**config.mk**
```make
export PLATFORM = sky130hd
export DESIGN_NAME = rx_pll_lock_ctrl
export DESIGN_NICKNAME = d
export VERILOG_FILES = /design/src/rtl/rx_pll_lock_pkg.sv /design/src/rtl/rpl_rate_capture.sv /design/src/rtl/rpl_signal_timer.sv /design/src/rtl/rpl_lock_fsm.sv /design/src/rtl/rx_pll_lock_ctrl.sv
export SDC_FILE = /design/constraint.sdc
export NUM_CORES = 1
export LEC_CHECK = 0
export BUFFER_PORTS_ARGS = -buffer_cell sky130_fd_sc_hd__buf_2
export CAP_MARGIN = 20
export CORE_MARGIN = 2
export CORE_UTILIZATION = 35
export DETAILED_ROUTE_END_ITERATION = 12
export PLACE_DENSITY_LB_ADDON = 0.1
export SLEW_MARGIN = 30
export SYNTH_ARGS = -nofsm -noshare
export SYNTH_HDL_FRONTEND = slang
export SYNTH_SLANG_ARGS = --single-unit
```
**constraint.sdc**
```tcl
create_clock -name clk -period 1.9 [get_ports clk]
set_clock_uncertainty 0.2 [all_clocks]
set_input_delay 0 -clock clk [delete_from_list [all_inputs] [get_ports clk]]
set_output_delay 0 -clock clk [all_outputs]
set_load 0.005 [all_outputs]
```
**src/rtl/rx_pll_lock_pkg.sv**
```systemverilog
package rx_pll_lock_pkg;

  typedef enum logic [2:0] {
    ST_IDLE       = 3'd0,
    ST_WAIT_RATE  = 3'd1,
    ST_LOCK_REF   = 3'd2,
    ST_TRACK_DATA = 3'd3,
    ST_RETRAIN    = 3'd4
  } lock_state_t;

  function automatic logic drives_data(input lock_state_t s);
    return (s == ST_TRACK_DATA);
  endfunction

endpackage

```
**src/rtl/rpl_rate_capture.sv**
```systemverilog
module rpl_rate_capture #(
  parameter int RATE_W = 2
) (
  input  logic              clk,
  input  logic              rst,
  input  logic              capture_en,
  input  logic              rate_done,
  input  logic [RATE_W-1:0] rate_code,
  output logic              held_is_sd,
  output logic              rate_changed
);

  localparam logic [RATE_W-1:0] SD_CODE = '0;

  logic [RATE_W-1:0] held_code;

  always_ff @(posedge clk) begin
    if (rst) begin
      held_code <= SD_CODE;
    end else if (capture_en) begin
      held_code <= rate_code;
    end
  end

  assign held_is_sd   = (held_code == SD_CODE);
  assign rate_changed = rate_done && (rate_code != held_code);

endmodule

```
**src/rtl/rpl_signal_timer.sv**
```systemverilog
module rpl_signal_timer #(
  parameter int TIMEOUT_CYCLES = 4096
) (
  input  logic clk,
  input  logic rst,
  input  logic run,
  input  logic sig_ok,
  output logic expired
);

  localparam int CNT_W = (TIMEOUT_CYCLES > 2) ? $clog2(TIMEOUT_CYCLES) : 1;
  localparam logic [CNT_W-1:0] LAST = CNT_W'(TIMEOUT_CYCLES - 1);

  logic [CNT_W-1:0] cnt;

  assign expired = run && !sig_ok && (cnt == LAST);

  always_ff @(posedge clk) begin
    if (rst || !run || sig_ok || expired) begin
      cnt <= '0;
    end else begin
      cnt <= cnt + 1'b1;
    end
  end

endmodule

```
**src/rtl/rpl_lock_fsm.sv**
```systemverilog
module rpl_lock_fsm
  import rx_pll_lock_pkg::*;
(
  input  logic        clk,
  input  logic        rst,
  input  logic        rate_done,
  input  logic        rate_changed,
  input  logic        held_is_sd,
  input  logic        pll_locked_ref,
  input  logic        expired,
  output lock_state_t state,
  output logic        lock_to_ref,
  output logic        lock_to_data
);

  lock_state_t nxt;

  always_comb begin
    nxt = state;
    unique case (state)
      ST_IDLE:      nxt = ST_WAIT_RATE;
      ST_WAIT_RATE: if (rate_done) nxt = ST_LOCK_REF;
      ST_LOCK_REF: begin
        if (rate_changed)                    nxt = ST_WAIT_RATE;
        else if (!held_is_sd && pll_locked_ref) nxt = ST_TRACK_DATA;
      end
      ST_TRACK_DATA: begin
        if (rate_changed) nxt = ST_WAIT_RATE;
        else if (expired) nxt = ST_RETRAIN;
      end
      ST_RETRAIN: begin
        if (rate_changed) nxt = ST_WAIT_RATE;
        else              nxt = ST_LOCK_REF;
      end
      default:      nxt = ST_IDLE;
    endcase
  end

  always_ff @(posedge clk) begin
    if (rst) begin
      state        <= ST_IDLE;
      lock_to_ref  <= 1'b1;
      lock_to_data <= 1'b0;
    end else begin
      state        <= nxt;
      lock_to_ref  <= !drives_data(nxt);
      lock_to_data <= drives_data(nxt);
    end
  end

endmodule

```
**src/rtl/rx_pll_lock_ctrl.sv**
```systemverilog
module rx_pll_lock_ctrl
  import rx_pll_lock_pkg::*;
#(
  parameter int RATE_W         = 2,
  parameter int TIMEOUT_CYCLES = 4096
) (
  input  logic              clk,
  input  logic              rst,
  input  logic [RATE_W-1:0] rate_code,
  input  logic              rate_done,
  input  logic              pll_locked_ref,
  input  logic              pll_locked_data,
  input  logic              sig_valid,
  output logic              lock_to_ref,
  output logic              lock_to_data
);

  lock_state_t state;
  logic        held_is_sd;
  logic        rate_changed;
  logic        expired;
  logic        capture_en;
  logic        track_run;

  assign capture_en = (state == ST_WAIT_RATE) && rate_done;
  assign track_run  = (state == ST_TRACK_DATA);

  rpl_rate_capture #(.RATE_W(RATE_W)) u_rate (
    .clk          (clk),
    .rst          (rst),
    .capture_en   (capture_en),
    .rate_done    (rate_done),
    .rate_code    (rate_code),
    .held_is_sd   (held_is_sd),
    .rate_changed (rate_changed)
  );

  rpl_signal_timer #(.TIMEOUT_CYCLES(TIMEOUT_CYCLES)) u_timer (
    .clk     (clk),
    .rst     (rst),
    .run     (track_run),
    .sig_ok  (sig_valid && pll_locked_data),
    .expired (expired)
  );

  rpl_lock_fsm u_fsm (
    .clk            (clk),
    .rst            (rst),
    .rate_done      (rate_done),
    .rate_changed   (rate_changed),
    .held_is_sd     (held_is_sd),
    .pll_locked_ref (pll_locked_ref),
    .expired        (expired),
    .state          (state),
    .lock_to_ref    (lock_to_ref),
    .lock_to_data   (lock_to_data)
  );

endmodule

```
==> flow_summary.toml, run 1 <==
[cells_and_area]
syn2layout_area_growth_pct = 29.8
n_antenna_cell = 0
final_util_pct = 47.9
layout_common_cells = "nor2_1 (17), dfxtp_1 (17), buf_4 (10)"
fin_nets = 133
final_cell_area_um2 = 1190
drive_gt1_share_pct = 28.5
fillers = 248

[logic_synthesis]
synth_compound_area_share_pct = 12.6
synth-main-ff-cell = "dfxtp_1"
synth-edff-count = 0
synthAdderAreaFrac_pct = 1.37
yosys_warnings = 0
synth_top_area_cell = "dfxtp_1"
netlist_area_um2 = 915
yosysUniqueCellTypes = 35
ys_seq_area_share_pct = 41.6
synth_top_family_by_area = "simple AND/OR/NAND/NOR gates"
synth.avg_cell_area_um2 = 9.33
synthMuxAreaShare_pct = 3.42
synthArstFlopShare_pct = 0
synthTopCellsByArea = "dfxtp_1 (42%), xnor2_1 (7.7%), nor2_1 (7.0%)"
synth_simple_gate_area_share_pct = 26.7
synth_top_cell_area_share_pct = 41.6
synth_xor_area_share_pct = 11.5
synth_seq_cells = 19
synth_fp_nets = 107
syn_inst = 98

[clock_network]
root_buffer = "clkbuf_4"
h-tree-depth = 1
cts.sinks = 19
cts_tree = "yes"
cts_buffer_depth = 2
numCtsBuffers = 3
insertion_delay_ns = 0.29
path_clk_slew_ns = 0.10

[placed_design]
portBuffers = 9
pre_cts_ws_ns = 0.0377
dp_hpwl_um = 1330
placed_area_um2 = 1060
routabilityCongestion = 0.776

[power]
peakVddDrop_v = 0.000508
total_power_mw = 0.723
power.leakage_nw = 0.413
power_density_nw_per_um2 = 608

[die]
io-pin-count = 10
core_region_area_um2 = 2480
die_h_um = 55.1
die_area_um2 = 3040
fp.dieW_um = 55.1
initial_utilization_pct = 36.9
num_rows = 18

[drt]
num_vias = 780
drt_iter0_drc = 19
wl_per_cell_um = 12.3
dr.pass1.iters = 4
drcViolationCount = 0
ant_nets = 0
via_per_inst = 5.10
wl_um = 1880

[setup_path]
end_kind = "flip-flop"
crit_fanout = 4
required_ns = 1.87
arrival_ns = 1.81
path_class = "input pin to flip-flop"
critPathLaunchType = "input pin"

[global_routing]
grt_first_pass_wirelength_um = 3180
antenna_found_initial = 0
grt_overflow = 0
first_global_vias = 719
grt_max_degree = 11
track_usage_pct = 14.9

[flow_run]
maxCapViolations = 0

[sta]
rsz0062_at_grt = "yes"
hold_violations = 0
final_max_slew_viol_count = 0
worst_pin_slew_ns = 0.451
fin_crit_ns = 1.84
fmax_mhz = 545
fin_crit_sh_pct = 96.6
setup_violations = 0
whs_ns = 0.0622
slew_headroom_pct = 69.4
fin_ws_ns = 0.0649

[outcome]
status = "finished, final reports clean"

[min_path]
hold_path_class = "input pin to flip-flop"
## final timing paths
kind         slack [ns]  depth (start not counted)                 end                start
max                0.06                          7  u_fsm.lock_to_data         rate_code[0]
min                0.06                          5      u_fsm.state[0]       pll_locked_ref
max reg2reg        0.08                          5  u_fsm.lock_to_data  u_rate.held_code[0]
min reg2reg        0.34                          2     u_timer.cnt[10]      u_timer.cnt[10]
## cell usage after synthesis (2+ instances only)
| cell type | number |
|---|---|
| a211o_1 | 2 |
| a211oi_1 | 2 |
| a21oi_1 | 2 |
| dfxtp_1 | 19 |
| inv_1 | 4 |
| mux2i_1 | 2 |
| nand2_1 | 3 |
| nand2b_1 | 4 |
| nand3_1 | 3 |
| nor2_1 | 17 |
| nor3_1 | 4 |
| nor3b_1 | 3 |
| xnor2_1 | 8 |
| xor2_1 | 4 |
## registers in the layout, indices dropped and copies added, names as in the netlist
name and cells:
u_timer.cnt 12, u_fsm.state 3, u_rate.held_code 2, u_fsm.lock_to_data 1, u_fsm.lock_to_ref 1
## per-layer routing
layer / track usage (%) / share of wire [%] / vias up
li1: - / - / 394
met4: 3.66 / 0.69 / 0
met3: 5.65 / 3.5 / 2
met2: 22.4 / 46 / 12
met5: 0 / 0 / -
met1: 20.1 / 50 / 372
## worst max-delay path, cell delays in order
cell	delay, ns
dlygate4sd3_1	0.54
buf_2	0.14
xnor2_1	0.34
a211oi_1	0.14
buf_4	0.17
o32ai_1	0.36
a211oi_1	0.13
## where the power goes
part | internal [mW] | switching, mW
Sequential | 0.408 | 0.00936
Combinational | 0.0525 | 0.0551
Clock | 0.0817 | 0.116
Total | 0.542 | 0.181
## cell families (layout without fill, tap and decap cells)
| family | Yosys count | in the layout |
|---|---|---|
| adder cells (fa/ha/maj) | 1 | 1 |
| AO/OA/AOI/OAI | 14 | 14 |
| XOR/XNOR | 12 | 12 |
| multiplexers | 3 | 3 |
| buffers and inverters | 6 | 31 |
| AND/OR/NAND/NOR | 43 | 43 |
| flip-flops | 19 | 19 |
## metrics by stage
step | cells | TNS [ns]
after floorplan | 98 | 0
after global placement | 146 | 0
after detailed placement | 146 | 0
after CTS | 153 | 0
after global routing | 153 | -0.0310
final | 153 | 0
## layout make-up
| cell class | instances | area (um2) | area share (%) |
|---|---|---|---|
| inverter | 5 | 18.8 | 1.58 |
| clock buffer | 4 | 26.3 | 2.21 |
| tap | 30 | 37.5 | 3.16 |
| sequential | 19 | 383 | 32.2 |
| multi-input combinational | 73 | 572 | 48.2 |
| timing repair buffer | 22 | 150 | 12.6 |
## timing repair
| action | in CTS | in global routing |
|---|---|---|
| gates resized for setup | 1 | 11 |
| endpoints found under the setup margin | 1 | 14 |
| hold buffers | 3 | 0 |
| pin swaps | 0 | 2 |
| endpoints found under the hold margin | 9 | 0 |
| buffers inserted | 0 | 0 |
No activity file was read; power rests on OpenSTA's default activity.
==> inputs of run 2 (changes only) <==
--- a/config.mk
+++ b/config.mk
@@ -7,7 +7,6 @@
 export LEC_CHECK = 0
 export BUFFER_PORTS_ARGS = -buffer_cell sky130_fd_sc_hd__buf_2
 export CAP_MARGIN = 20
-export CORE_MARGIN = 2
 export CORE_UTILIZATION = 35
 export DETAILED_ROUTE_END_ITERATION = 12
 export PLACE_DENSITY_LB_ADDON = 0.1
==> constraint.sdc (replaced) <==
create_clock -name clk -period 1.9 [get_ports clk]
set_clock_uncertainty 0.2 [all_clocks]
set_input_delay 0 -clock clk [delete_from_list [all_inputs] [get_ports clk]]
set_output_delay 0 -clock clk [all_outputs]
set_load 0.01 [all_outputs]
==> flow_summary.toml, run 2 (synthesis gave the netlist of run 1 again) <==
[drt]
dr.pass1.iters = 4
drcViolationCount = 0
wl_per_cell_um = 12.9
ant_nets = 0
via_per_inst = 5.17
num_vias = 791
drt_iter0_drc = 17
wl_um = 1970

[sta]
fin_crit_ns = 1.83
worst_pin_slew_ns = 0.471
slew_headroom_pct = 68.5
setup_violations = 0
final_max_slew_viol_count = 0
fin_crit_sh_pct = 96.1
fmax_mhz = 547
rsz0062_at_grt = "no"
whs_ns = 0.0518
fin_setup_tns_ns = 0
fin_ws_ns = 0.0732
hold_violations = 0

[die]
initial_utilization_pct = 36.9
fp.dieW_um = 53.1
core_region_area_um2 = 2480
io-pin-count = 10
die_area_um2 = 2820
num_rows = 18
die_h_um = 53.1

[cells_and_area]
largest_reg_flops = 12
layout_common_cells = "nor2_1 (17), dfxtp_1 (15), buf_4 (10)"
fillers = 241
final_util_pct = 48.7
stdcell_count = 153
fin_nets = 133
syn2layout_area_growth_pct = 31.9
final_cell_area_um2 = 1210
top_regs = "u_timer.cnt (12), u_fsm.state (3), u_rate.held_code (2)"
layout_commonest_cell = "nor2_1"
regMostFlops = "u_timer.cnt"
drive_gt1_share_pct = 32.5
n_antenna_cell = 0

[setup_path]
end_kind = "flip-flop"
required_ns = 1.90
crit_fanout = 4
path_class = "flip-flop to flip-flop"
critPathLaunchType = "flip-flop"
arrival_ns = 1.83

[global_routing]
antenna_found_initial = 0
grt_overflow = 0
grt_max_degree = 12
grt_first_pass_wirelength_um = 3200
track_usage_pct = 15.7
first_global_vias = 709

[flow_run]
maxCapViolations = 0

[placed_design]
dp_hpwl_um = 1290
pre_cts_ws_ns = 0.0703
placed_area_um2 = 1060
portBuffers = 9
dp.cells = 146
routabilityCongestion = 0.739

[clock_network]
numCtsBuffers = 3
h-tree-depth = 1
cts.sinks = 19
cts_tree = "yes"
root_buffer = "clkbuf_4"
path_clk_slew_ns = 0.10
insertion_delay_ns = 0.30
cts_buffer_depth = 2

[power]
peakVddDrop_v = 0.000387
clkPwrFrac_pct = 28.3
total_power_mw = 0.742
internal-power_mw = 0.542
seqPwrFrac_pct = 56.5
switching_power_mw = 0.200
power_density_nw_per_um2 = 615
power.leakage_nw = 0.423
p_comb_share_pct = 15.3
swShare_pct = 26.9

[min_path]
hold_path_class = "input pin to flip-flop"

[outcome]
status = "finished, final reports clean"
==> run 2: routing by layer <==
| layer | vias up | wire [um] | track usage, % |
|---|---|---|---|
| li1 | 397 | - | - |
| met1 | 372 | 918 | 22.7 |
| met2 | 17 | 921 | 23.4 |
| met3 | 5 | 88 | 2.59 |
| met4 | 0 | 46 | 5.26 |
| met5 | - | 0 | 0 |
==> run 2: path summary, 6_finish.rpt <==
path	from	cells past startpoint	slack [ns]	end
worst max-delay path	u_rate.held_code[0]	4	0.07	u_fsm.lock_to_ref
worst min-delay path	rate_done	4	0.05	u_fsm.state[2]
worst max register to register	u_rate.held_code[0]	4	0.07	u_fsm.lock_to_ref
worst min register to register	u_timer.cnt[10]	2	0.34	u_timer.cnt[10]
==> run 2: area by class of cell <==
class | instances | area (um2) | share of cell area [%]
multi-input combinational | 73 | 587 | 48.7
sequential | 19 | 385 | 32.0
timing repair buffer | 22 | 150 | 12.4
tap | 30 | 37.5 | 3.11
clock buffer | 3 | 22.5 | 1.87
inverter | 5 | 18.8 | 1.56
clock inverter | 1 | 5.00 | 0.415
==> run 2: critical path: stages (launching register included) <==
cell and delay, ns:
dfxtp_1 0.36, xnor2_2 0.19, a2111oi_2 0.54, o32ai_4 0.17
a211o_1 0.27
==> run 2: timing repair <==
item                       4_1_cts  5_1_grt
hold endpoints to repair         8        0
gates resized for setup          0       16
setup endpoints to repair        0       13
buffers inserted                 0        0
hold buffers                     3        0
==> run 2: power groups by stage <==
stage / logic [mW] / clock network (mW) / registers (mW)
floorplan: 0.0551 / 0 / 0.426
global placement: 0.0880 / 0 / 0.426
detailed placement: 0.0875 / 0 / 0.426
CTS: 0.0943 / 0.207 / 0.417
global route: 0.123 / 0.233 / 0.421
finish: 0.113 / 0.210 / 0.419
==> inputs of run 3 (changes only) <==
--- a/config.mk
+++ b/config.mk
@@ -5,10 +5,10 @@
 export SDC_FILE = /design/constraint.sdc
 export NUM_CORES = 1
 export LEC_CHECK = 0
-export BUFFER_PORTS_ARGS = -buffer_cell sky130_fd_sc_hd__buf_2
 export CAP_MARGIN = 20
 export CORE_UTILIZATION = 35
 export DETAILED_ROUTE_END_ITERATION = 12
+export DONT_BUFFER_PORTS = 1
 export PLACE_DENSITY_LB_ADDON = 0.1
 export SLEW_MARGIN = 30
 export SYNTH_ARGS = -nofsm -noshare
==> flow_summary.toml, run 3 (synthesis gave the netlist of run 1 again) <==
[outcome]
status = "finished, final reports clean"

[power]
swShare_pct = 23.8
p_comb_share_pct = 12.9
switching_power_mw = 0.168
clkPwrFrac_pct = 27.6
seqPwrFrac_pct = 59.5
peakVddDrop_v = 0.000493
internal-power_mw = 0.536
power.leakage_nw = 0.388
power_density_nw_per_um2 = 618

[sta]
fin_setup_tns_ns = 0
hold_violations = 0
whs_ns = 0.132
fin_crit_ns = 1.81
setup_violations = 0
worst_pin_slew_ns = 0.417
final_max_slew_viol_count = 0
rsz0062_at_grt = "yes"
slew_headroom_pct = 72.1
fmax_mhz = 552
fin_crit_sh_pct = 95.3

[drt]
drcViolationCount = 0
drt_iter0_drc = 10
wl_um = 1760
dr.pass1.iters = 4
num_vias = 759
ant_nets = 0
via_per_inst = 5.06
wl_per_cell_um = 11.7

[cells_and_area]
top_regs = "u_timer.cnt (12), u_fsm.state (3), u_rate.held_code (2)"
drive_gt1_share_pct = 16.7
final_cell_area_um2 = 1140
n_antenna_cell = 0
syn2layout_area_growth_pct = 24.6
layout_common_cells = "dfxtp_1 (19), nor2_1 (17), buf_4 (11)"
fin_nets = 130
fillers = 256
final_util_pct = 46.0
largest_reg_flops = 12
regMostFlops = "u_timer.cnt"
regArea_um2 = 380
multi_input_area_um2 = 514
layout_commonest_cell = "dfxtp_1"
stdcell_count = 150

[die]
initial_utilization_pct = 36.9
die_area_um2 = 2820
core_region_area_um2 = 2480
io-pin-count = 10
num_rows = 18
fp.dieW_um = 53.1
die_h_um = 53.1

[placed_design]
portBuffers = 0
routabilityCongestion = 0.834
placed_area_um2 = 1030
dp_hpwl_um = 1330
dp.cells = 138

[setup_path]
arrival_ns = 1.80
critPathLaunchType = "flip-flop"
required_ns = 1.89
reg2reg_slack_ns = 0.09
path_cells = "ha_1, nand3_1, or4_4, nand2b_1, buf_4, nor2_1"
path_class = "flip-flop to flip-flop"
cp_slowest_cell = "or4_4"
end_kind = "flip-flop"
max_stage_delay_ns = 0.57
crit_fanout = 5

[global_routing]
grt_first_pass_wirelength_um = 2990
first_global_vias = 693
grt_overflow = 0
grt_max_degree = 11
track_usage_pct = 15.2
antenna_found_initial = 0

[flow_run]
maxCapViolations = 0

[clock_network]
cts_tree = "yes"
path_clk_slew_ns = 0.10
h-tree-depth = 1
insertion_delay_ns = 0.29
root_buffer = "clkbuf_4"
cts_setup_buffers = 0
cts_buffer_depth = 2
numCtsBuffers = 3
cts.sinks = 19

[min_path]
hold_path_class = "input pin to flip-flop"
## run 3: final cells by class
class	count	area share, %
Sequential cell	19	33.4
Multi-Input combinational cell	73	45.1
Clock buffer	4	2.31
Tap cell	30	3.29
Inverter	5	1.65
Timing Repair Buffer	19	14.3
## run 3: metal layers
metal  GRT usage [%]  wire (um)  vias up  share of wire [%]
li1                -          -      392                  -
met1            18.9        865      341                 49
met2            24.1        790       24                 45
met3            6.03         85        2                4.8
met4            3.95         15        0               0.85
met5               0          0        -                  0
## run 3: power by group through the flow
stage | Combinational, mW | Sequential, mW | Clock, mW
after floorplan | 0.0551 | 0.426 | 0
after CTS | 0.0895 | 0.419 | 0.211
after detailed placement | 0.0732 | 0.428 | 0
after global placement | 0.0745 | 0.428 | 0
after global routing | 0.100 | 0.421 | 0.229
final | 0.0908 | 0.419 | 0.195
## run 3: critical path: cells and delay by family (launching register included)
family | cells | cell delay, ns
adder cells (fa/ha/maj) | 1 | 0.17
AND/OR/NAND/NOR | 4 | 0.84
flip-flops | 1 | 0.36
buffers and inverters | 1 | 0.14
## run 3: worst paths after layout
path,startpoint,endpoint,depth (start not counted)
setup / recovery,u_timer.cnt[1],u_timer.cnt[8],6
hold / removal,rate_done,u_fsm.lock_to_data,4
setup reg to reg,u_timer.cnt[1],u_timer.cnt[8],6
hold reg to reg,u_timer.cnt[0],u_timer.cnt[0],2
## run 3: per-stage QoR
step | total power, mW | setup WS [ns]
5_1_grt | 0.750 | -0.0106
6_report | 0.704 | 0.0894
4_1_cts | 0.719 | 0.0533
3_5_place_dp | 0.501 | 0.0808
3_3_place_gp | 0.502 | 0.0818
2_1_floorplan | 0.481 | 0.0487
## run 3: timing repair
action	4_1_cts	5_1_grt
gates resized for setup	0	2
endpoints found under the setup margin	0	5
hold buffers	8	0
hold endpoints to repair	19	0
